File: src/rtl/mont_pkg.sv
package mont_pkg;

  typedef struct packed {
    logic load;
    logic step;
    logic finish;
  } mont_ctl_t;

  typedef enum logic [1:0] {
    ST_IDLE = 2'd0,
    ST_RUN  = 2'd1,
    ST_FIN  = 2'd2
  } mont_state_t;

endpackage

File: src/rtl/mont_csa_row.sv
module mont_csa_row #(
  parameter int W = 34
) (
  input  logic [W-1:0] aIn,
  input  logic [W-1:0] bIn,
  input  logic [W-1:0] cIn,
  output logic [W-1:0] sumOut,
  output logic [W-1:0] carOut
);
  logic [W-1:0] majority;

  always_comb begin
    sumOut   = aIn ^ bIn ^ cIn;
    majority = (aIn & bIn) | (aIn & cIn) | (bIn & cIn);
    carOut   = majority << 1;
  end
endmodule

File: src/rtl/mont_ctrl.sv
module mont_ctrl
  import mont_pkg::*;
#(
  parameter int K = 32
) (
  input  logic      clk,
  input  logic      rstN,
  input  logic      start,
  output mont_ctl_t ctl,
  output logic      busy,
  output logic      done
);
  localparam int CW = $clog2(K + 1);
  localparam logic [CW-1:0] LAST = CW'(K - 1);

  mont_state_t state;
  logic [CW-1:0] iterCnt;

  always_comb begin
    ctl.load   = (state == ST_IDLE) && start;
    ctl.step   = (state == ST_RUN);
    ctl.finish = (state == ST_FIN);
    busy       = (state != ST_IDLE);
  end

  always_ff @(posedge clk or negedge rstN) begin
    if (!rstN) begin
      state   <= ST_IDLE;
      iterCnt <= '0;
      done    <= 1'b0;
    end else begin
      done <= ctl.finish;
      case (state)
        ST_IDLE: if (start) begin
          state   <= ST_RUN;
          iterCnt <= '0;
        end
        ST_RUN: begin
          iterCnt <= iterCnt + 1'b1;
          if (iterCnt == LAST) state <= ST_FIN;
        end
        ST_FIN:  state <= ST_IDLE;
        default: state <= ST_IDLE;
      endcase
    end
  end
endmodule

File: src/rtl/mont_dp.sv
module mont_dp
  import mont_pkg::*;
#(
  parameter int K = 32
) (
  input  logic         clk,
  input  logic         rstN,
  input  mont_ctl_t    ctl,
  input  logic [K-1:0] xIn,
  input  logic [K-1:0] yIn,
  input  logic [K-1:0] nIn,
  output logic [K-1:0] result
);
  localparam int W = K + 2;

  logic [K-1:0] xReg, yReg, nReg;
  logic [W-1:0] sumVec, carVec;
  logic [W-1:0] addY, addN;
  logic [W-1:0] rowS [2];
  logic [W-1:0] rowC [2];
  logic [W-1:0] rowA [2];
  logic [W-1:0] rowB [2];
  logic [W-1:0] rowX [2];
  logic         qBit;
  logic [W-1:0] total, diff;
  logic [K-1:0] reduced;

  always_comb begin
    addY    = xReg[0] ? {2'b00, yReg} : '0;
    rowA[0] = sumVec;
    rowB[0] = carVec;
    rowX[0] = addY;
    // low bit of the true sum: the shifted carry row contributes 0
    qBit    = rowS[0][0];
    addN    = qBit ? {2'b00, nReg} : '0;
    rowA[1] = rowS[0];
    rowB[1] = rowC[0];
    rowX[1] = addN;
  end

  for (genvar g = 0; g < 2; g++) begin : g_row
    mont_csa_row #(.W(W)) u_row (
      .aIn    (rowA[g]),
      .bIn    (rowB[g]),
      .cIn    (rowX[g]),
      .sumOut (rowS[g]),
      .carOut (rowC[g])
    );
  end

  always_comb begin
    total   = sumVec + carVec;
    diff    = total - {2'b00, nReg};
    reduced = (total >= {2'b00, nReg}) ? diff[K-1:0] : total[K-1:0];
  end

  always_ff @(posedge clk or negedge rstN) begin
    if (!rstN) begin
      xReg   <= '0;
      yReg   <= '0;
      nReg   <= '0;
      sumVec <= '0;
      carVec <= '0;
      result <= '0;
    end else begin
      if (ctl.load) begin
        xReg   <= xIn;
        yReg   <= yIn;
        nReg   <= nIn;
        sumVec <= '0;
        carVec <= '0;
      end else if (ctl.step) begin
        xReg   <= xReg >> 1;
        sumVec <= rowS[1] >> 1;
        carVec <= rowC[1] >> 1;
      end
      if (ctl.finish) result <= reduced;
    end
  end
endmodule

File: src/rtl/mont_mult.sv
module mont_mult
  import mont_pkg::*;
#(
  parameter int K = 32
) (
  input  logic         clk,
  input  logic         rstN,
  input  logic         start,
  input  logic [K-1:0] xIn,
  input  logic [K-1:0] yIn,
  input  logic [K-1:0] nIn,
  output logic         busy,
  output logic         done,
  output logic [K-1:0] result
);
  mont_ctl_t ctl;

  mont_ctrl #(.K(K)) u_ctrl (
    .clk   (clk),
    .rstN  (rstN),
    .start (start),
    .ctl   (ctl),
    .busy  (busy),
    .done  (done)
  );

  mont_dp #(.K(K)) u_dp (
    .clk    (clk),
    .rstN   (rstN),
    .ctl    (ctl),
    .xIn    (xIn),
    .yIn    (yIn),
    .nIn    (nIn),
    .result (result)
  );
endmodule

File: config.mk
export PLATFORM = sky130hd
export DESIGN_NAME = mont_mult
export DESIGN_NICKNAME = d
export VERILOG_FILES = /design/src/rtl/mont_pkg.sv /design/src/rtl/mont_csa_row.sv /design/src/rtl/mont_ctrl.sv /design/src/rtl/mont_dp.sv /design/src/rtl/mont_mult.sv
export SDC_FILE = /design/constraint.sdc
export NUM_CORES = 1
export LEC_CHECK = 0
export ABC_AREA = 1
export BUFFER_PORTS_ARGS = -buffer_cell sky130_fd_sc_hd__buf_2
export CORE_ASPECT_RATIO = 1.25
export CORE_MARGIN = 5
export CORE_UTILIZATION = 33
export CTS_CLUSTER_DIAMETER = 30
export DETAILED_ROUTE_END_ITERATION = 10
export PLACE_DENSITY_LB_ADDON = 0.25
export SYNTH_ARGS = -nofsm -noshare
export SYNTH_HDL_FRONTEND = slang
export SYNTH_SLANG_ARGS = --single-unit
export TNS_END_PERCENT = 50
File: constraint.sdc
create_clock -name clk -period 9.6 [get_ports clk]
set_input_delay 0.96 -clock clk [delete_from_list [all_inputs] [get_ports clk]]
set_output_delay 0.96 -clock clk [all_outputs]
set_load 0.03 [all_outputs]
==> results of run 1 <==
==> critical path: stages, from the launching register on <==
cell	delay, ns
dfrtp_1	0.41
ha_1	0.29
fa_1	0.42
nand2_1	0.09
nand2_1	0.08
nand3_1	0.08
nand2_1	0.16
nand2_1	0.11
nand2_1	0.15
xnor2_1	0.28
inv_1	0.08
ha_1	0.34
nand2_1	0.17
nor2_1	0.11
nand2_1	0.11
nor2_1	0.09
nand4_1	0.10
nand2_1	0.09
a21oi_4	0.71
nand3_4	0.46
nand2_1	0.17
nand3_1	0.10
nand2_1	0.08
==> registers in the layout (all words and copies together), names as in the netlist <==
register,cells
u_dp.carVec,33
u_dp.sumVec,33
u_dp.nReg,32
u_dp.result,32
u_dp.xReg,32
u_dp.yReg,32
u_ctrl.iterCnt,6
u_ctrl.state,2
u_ctrl.done,1
==> layout by cell type (no fill, tap or decap), drive strengths merged <==
cell type,instances
o22ai,2
nor3b,1
a22o,66
clkinv,13
o31ai,1
or2,2
o21ai,57
a21oi,61
o21a,3
a22oi,2
a32o,1
xnor2,17
nand2b,2
clkinvlp,6
buf,140
nor2,92
dfrtp,203
o21bai,7
ha,67
a21o,5
bufinv,13
nand4,42
fa,65
a21boi,3
clkbuf,58
and2,6
o211ai,5
inv,311
nand3,102
xor2,18
nor3,11
nand2,741
and3,3
nand3b,14
nor4,1
==> Yosys cell counts, drive strengths merged <==
| master | n | area, um2 |
|---|---|---|
| and3 | 3 | 18.8 |
| nand2 | 741 | 2790 |
| o31ai | 1 | 7.51 |
| nor3b | 1 | 7.51 |
| nand2b | 2 | 12.5 |
| nor2 | 92 | 364 |
| o21a | 3 | 22.5 |
| nand3 | 102 | 523 |
| o22ai | 2 | 12.5 |
| a21oi | 61 | 320 |
| nand4 | 42 | 263 |
| dfrtp | 203 | 5080 |
| nor4 | 1 | 6.26 |
| a22o | 66 | 578 |
| or2 | 2 | 12.5 |
| inv | 307 | 1150 |
| o211ai | 5 | 37.5 |
| a32o | 1 | 10.0 |
| buf | 21 | 123 |
| o21ai | 57 | 285 |
| a22oi | 2 | 15.0 |
| and2 | 6 | 37.5 |
| nand3b | 14 | 105 |
| xor2 | 18 | 158 |
| xnor2 | 17 | 149 |
| fa | 65 | 1300 |
| a21o | 5 | 37.5 |
| ha | 67 | 838 |
| nor3 | 11 | 65.1 |
| o21bai | 7 | 52.6 |
| a21boi | 3 | 22.5 |
| clkbuf | 42 | 158 |
==> logic make-up (layout without fill, tap and decap cells) <==
family | Yosys count | count (layout)
buf+inv | 370 | 541
xor+xnor | 35 | 35
fa+ha+maj | 132 | 132
simple gates | 1017 | 1017
flops | 203 | 203
compound gates | 213 | 213
==> layout make-up <==
class | instances | area [um2] | share of cell area (%)
Timing Repair Buffer | 141 | 737 | 4.17
Sequential cell | 203 | 5080 | 28.8
Tap cell | 572 | 716 | 4.05
Multi-Input combinational cell | 1397 | 8070 | 45.7
Inverter | 307 | 1150 | 6.54
Clock inverter | 36 | 551 | 3.12
Clock buffer | 57 | 1360 | 7.69
==> how the worst min path moves through the flow <==
stage | start | to | slack [ns] | cells after the start
2_1_floorplan | u_dp.yReg[31] | u_dp.yReg[31] | 0.45 | 2
3_3_place_gp | u_dp.result[21] | u_dp.result[21] | 0.46 | 2
3_5_place_dp | u_dp.result[18] | u_dp.result[18] | 0.46 | 2
4_1_cts | rstN | u_dp.yReg[26] | 0.38 | 1
5_1_grt | rstN | u_dp.yReg[26] | 0.40 | 1
6_report | rstN | u_dp.yReg[25] | 0.39 | 1
==> metal layers <==
metal / vias to the layer above / share of wire, % / routed length (um)
met5: - / 0.075 / 34
met4: 6 / 4.1 / 1850
met3: 109 / 4.7 / 2120
met2: 335 / 47 / 21300
met1: 6138 / 44 / 19900
li1: 6482 / - / -
==> through the flow <==
step	worst slack, ns	cells	cell area (um2)
after floorplan	6.27	1970	14600
after global placement	4.85	2620	15800
after detailed placement	4.84	2620	15800
after CTS	4.84	2713	17700
after global routing	4.41	2713	17700
final	4.85	2713	17700
==> metrics.csv, run 1 <==
stage,metric,value,unit
sta,hold-worst-slack,0.387,ns
global_route,antenna_found_initial,3,
yosys,synth_nets,2201,
sta,setup_violations,0,
yosys,ys_types,43,
critical_path,start_kind,register,
yosys,synth.area.mux_share,0,%
yosys,yosysWarnings,0,
clock_tree,hold_buffers,0,
critical_path,r2r_end,u_dp.result[8],
placement,hpwl,34.9,mm
outcome,outcome,"complete, no violations",
critical_path,crit_type,reg2reg,
clock_tree,cts_buffer_depth,3,
global_route,first_global_vias,13500,
global_route,grt.total_usage,18.8,%
route,drt_first_pass_iters,5,
clock_tree,htreeDepth,2,
clock_tree,cts_made_buffers,50,
global_route,grt_overflow,0,
route,wl,45.2,mm
sta,hold_viol_final,0,
route,ant_nets,0,
sta,fin_skew,0.0221,ns
final_layout,diodes,0,
route,vias,13100,
sta,maxSlewViolCount,0,
placement,numPortBuffers,132,
clock_tree,cts_setup_buffers,0,
clock_tree,worstSkewPairLatency,0.57,ns
sta,rsz0062_at_grt,no,
yosys,synthAdderAreaFrac,14.7,%
yosys,postSynthCellCount,1970,
yosys,synth_seq_area_share,34.9,%
floorplanning,core,43900,um2
yosys,synth_top_family_by_area,simple AND/OR/NAND/NOR gates,
critical_path,crit_start,u_dp.sumVec[0],
clock_tree,cts_tree,done,
yosys,synth-compound-area-share,9.62,%
critical_path,r2r-start,u_dp.sumVec[0],
final_layout,fin_util,40.2,%
clock_tree,clkTransAtPathRegs,0.05,ns
global_route,grt_pass1_wl,72.7,mm
critical_path,cp-endpoint,u_dp.result[8],
final_layout,nNetsFinal,2331,
route,vias_per_cell,4.82,
critical_path,crit_fanout,33,
critical_path,worstPathArrival,5.24,ns
final_layout,drive_gt1_share,12.0,%
sta,relSlewSlack,32.6,%
floorplanning,rows,86,
route,route.detailed.drc,0,
final_layout,fillers,4702,
floorplanning,io_pins,133,
global_route,grt_max_degree,75,
yosys,synth-seq-cells,203,
route,drtIter0Drc,852,
yosys,synthXorXnorAreaFrac,2.10,%
critical_path,ff2ff_path_depth,22,
floorplanning,die-area,48500,um2
yosys,synthSimpleGateAreaFrac,28.9,%
yosys,synth_area_per_cell,7.40,um2
worst_hold_path,min_path_type,in2async,
clock_tree,clock_sinks,203,
global_route,busiest_layer,met2,
sta,setup_tns,0,ns
route,wl_per_cell,16.7,um
final_layout,syn_to_final_growth,21.2,%
critical_path,endpoint_kind,register,
sta,min_period,4.75,ns
global_route,gr-usage-met3,2.92,%
critical_path,r2r_slack,4.85,ns
sta,fmax,0.210,GHz
job,cap_violations,0,
floorplanning,initial_core_util,33.2,%
global_route,use_met1,24.6,%
yosys,syn_area,14600,um2
sta,finalCritPeriodShare,49.5,%
floorplanning,chipHeight,245,um
sta,worst_pin_slew,1.01,ns
global_route,grt_util_met2,30.9,%
critical_path,worstPathRequired,10.09,ns
clock_tree,cts-root-buf,clkbuf_16,
floorplanning,die_x,198,um
clock_tree,post_cts_resized,0,
placement,gp_congestion,0.961,
Power of run 1 is not shown: default switching activity piles up to over one toggle a cycle in this logic, so the estimate is an artifact.
==> run 2: changes to the inputs <==
- clock period: 9.6 -> 4.1 ns (I/O delays scaled with it)
==> run 2 against run 1 <==
Sequential cell count stayed put. Critical endpoint is now u_dp.result[23]. Routed wire length up 4.1%. Critical path type unchanged. Final area rose by 3.6%. Critical path depth unchanged. Via count rose by 1.3%. First-iteration DRC count decreased by 2.0%. Sequential share of layout area fell by 0.99 points. Core utilization rose by 1.5 points. Global-route usage increased by 0.63 points.
==> metrics.csv, run 2 (synthesis gave the netlist of run 1 again) <==
stage,metric,value,unit
outcome,outcome,"complete, no violations",
floorplanning,rows,86,
sta,finalCritPeriodShare,94.7,%
global_route,grt_pass1_wl,75.2,mm
worst_hold_path,whs_path_depth,3,
critical_path,crit_type,reg2reg,
floorplanning,core,43900,um2
clock_tree,cts_buffer_depth,3,
floorplanning,die_x,198,um
global_route,grt_max_degree,103,
sta,setup_tns,0,ns
floorplanning,chipHeight,245,um
sta,fin_ws,0.217,ns
global_route,grt.total_usage,19.4,%
worst_hold_path,min_path_type,in2reg,
critical_path,worstPathRequired,4.55,ns
placement,gp_congestion,0.971,
sta,relSlewSlack,24.2,%
final_layout,fillers,4610,
critical_path,start_kind,register,
clock_tree,cts_tree,done,
placement,hpwl,36.1,mm
clock_tree,cts-root-buf,clkbuf_16,
global_route,antenna_found_initial,1,
critical_path,r2r_slack,0.22,ns
worst_hold_path,whs_endpoint,u_dp.yReg[8],
final_layout,diodes,0,
sta,hold_viol_final,0,
route,vias,13200,
final_layout,syn_to_final_growth,25.6,%
sta,worst_pin_slew,1.14,ns
final_layout,final_common_cell,nand2_1,
route,drt_first_pass_iters,6,
route,route.detailed.drc,0,
global_route,first_global_vias,13800,
clock_tree,worstSkewPairLatency,0.58,ns
route,drtIter0Drc,835,
critical_path,ff2ff_path_depth,22,
critical_path,endpoint_kind,register,
final_layout,mostFrequentLayoutCells,"725 x nand2_1, 301 x inv_1, 201 x dfrtp_1, 131 x buf_2, 101 x nand3_1",
final_layout,fin_util,41.7,%
critical_path,crit_fanout,16,
critical_path,r2r-start,u_dp.sumVec[22],
job,cap_violations,0,
route,wl,47.0,mm
sta,setup_violations,0,
floorplanning,initial_core_util,33.2,%
route,wl_per_cell,17.1,um
placement,numPortBuffers,132,
final_layout,top_regs,"u_dp.carVec: 33 flops, u_dp.sumVec: 33 flops",
floorplanning,die-area,48500,um2
critical_path,worstPathArrival,4.33,ns
global_route,grt_overflow,0,
route,ant_nets,0,
floorplanning,io_pins,133,
final_layout,drive_gt1_share,16.4,%
sta,fin_skew,0.0206,ns
clock_tree,cts_made_buffers,50,
critical_path,r2r_end,u_dp.result[23],
sta,fmax,0.258,GHz
placement,pre_cts_ws,-0.199,ns
clock_tree,clkTransAtPathRegs,0.05,ns
clock_tree,htreeDepth,2,
clock_tree,clock_sinks,203,
placement,placedInstanceArea,16000,um2
worst_hold_path,min-delay-start,yIn[8],
sta,maxSlewViolCount,0,
route,vias_per_cell,4.80,
final_layout,nNetsFinal,2374,
final_layout,finalInstanceArea,18300,um2
sta,min_period,3.88,ns
==> run 2: cell count changes in the layout (fill, tap and decap cells not counted), moves of 6 or more <==
cell | before | now
clkinv_4 | 4 | 11
nand2_1 | 736 | 725
dlygate4sd3_1 | 0 | 6
ha_4 | 0 | 9
nor2_1 | 88 | 73
buf_4 | 9 | 41
a21oi_1 | 59 | 53
o21ai_0 | 56 | 50
ha_2 | 0 | 15
nor2_2 | 2 | 15
nand2_2 | 5 | 15
ha_1 | 67 | 43
==> run 2: worst max-delay path by stage <==
stage	start	endpoint	slack, ns	cells after the start
finish	u_dp.sumVec[22]	u_dp.result[23]	0.22	22
global route	u_dp.sumVec[4]	u_dp.result[23]	-0.04	22
CTS	u_dp.sumVec[0]	u_dp.result[23]	0.003	24
detailed placement	u_dp.sumVec[7]	u_dp.result[23]	-0.20	22
global placement	u_dp.sumVec[7]	u_dp.result[23]	-0.23	22
floorplan	u_dp.sumVec[0]	u_dp.result[28]	0.77	25
==> run 2: final cells by class <==
class / instances / area [um2] / area share [%]
clock buffers: 60 / 1350 / 7.38
clock inverters: 34 / 473 / 2.58
inverters: 307 / 1150 / 6.31
multi-input cells: 1397 / 8400 / 45.9
flip-flops and latches: 203 / 5080 / 27.8
well taps: 572 / 716 / 3.91
repair buffers: 184 / 1130 / 6.19
==> run 2: routing by layer <==
layer  vias to the layer above  track usage [%]  share of wire, %
met4                         2             7.15               3.6
li1                       6558                -                 -
met1                      6260             25.3                44
met2                       325             32.3                48
met5                         -                0             0.028
met3                        94             3.38               4.5
==> run 2: per-stage QoR <==
stage | hold WS [ns] | instances
floorplan | 0.114 | 1970
global placement | 0.462 | 2650
detailed placement | 0.461 | 2650
CTS | 0.000176 | 2751
global route | 0.0196 | 2757
finish | 0.0322 | 2757
==> run 2: timing repair <==
| item | CTS | global route |
|---|---|---|
| gates resized for setup | 5 | 80 |
| endpoints found under the setup margin | 32 | 32 |
| cloned | 0 | 1 |
| pin swaps | 3 | 9 |
| setup buffers | 1 | 5 |
| hold buffers | 6 | 0 |
| endpoints found under the hold margin | 101 | 0 |
==> run 2: worst max-delay path: stages (launching register included) <==
cell     delay, ns
dfrtp_1       0.42
ha_2          0.42
nand2_1       0.14
nor2_1        0.15
nand2_1       0.13
nor3_1        0.20
nand2_2       0.13
nand2_1       0.09
nand2_1       0.05
nand2_1       0.16
inv_1         0.07
ha_2          0.33
a21oi_4       0.21
o21ai_1       0.11
nand2_1       0.07
nand3_1       0.07
nor2_1        0.15
nand2_1       0.12
nand2_4       0.14
buf_12        0.17
nand4_1       0.22
nand3_1       0.15
nand2_1       0.07
Power of run 2 is left out for the same reason.
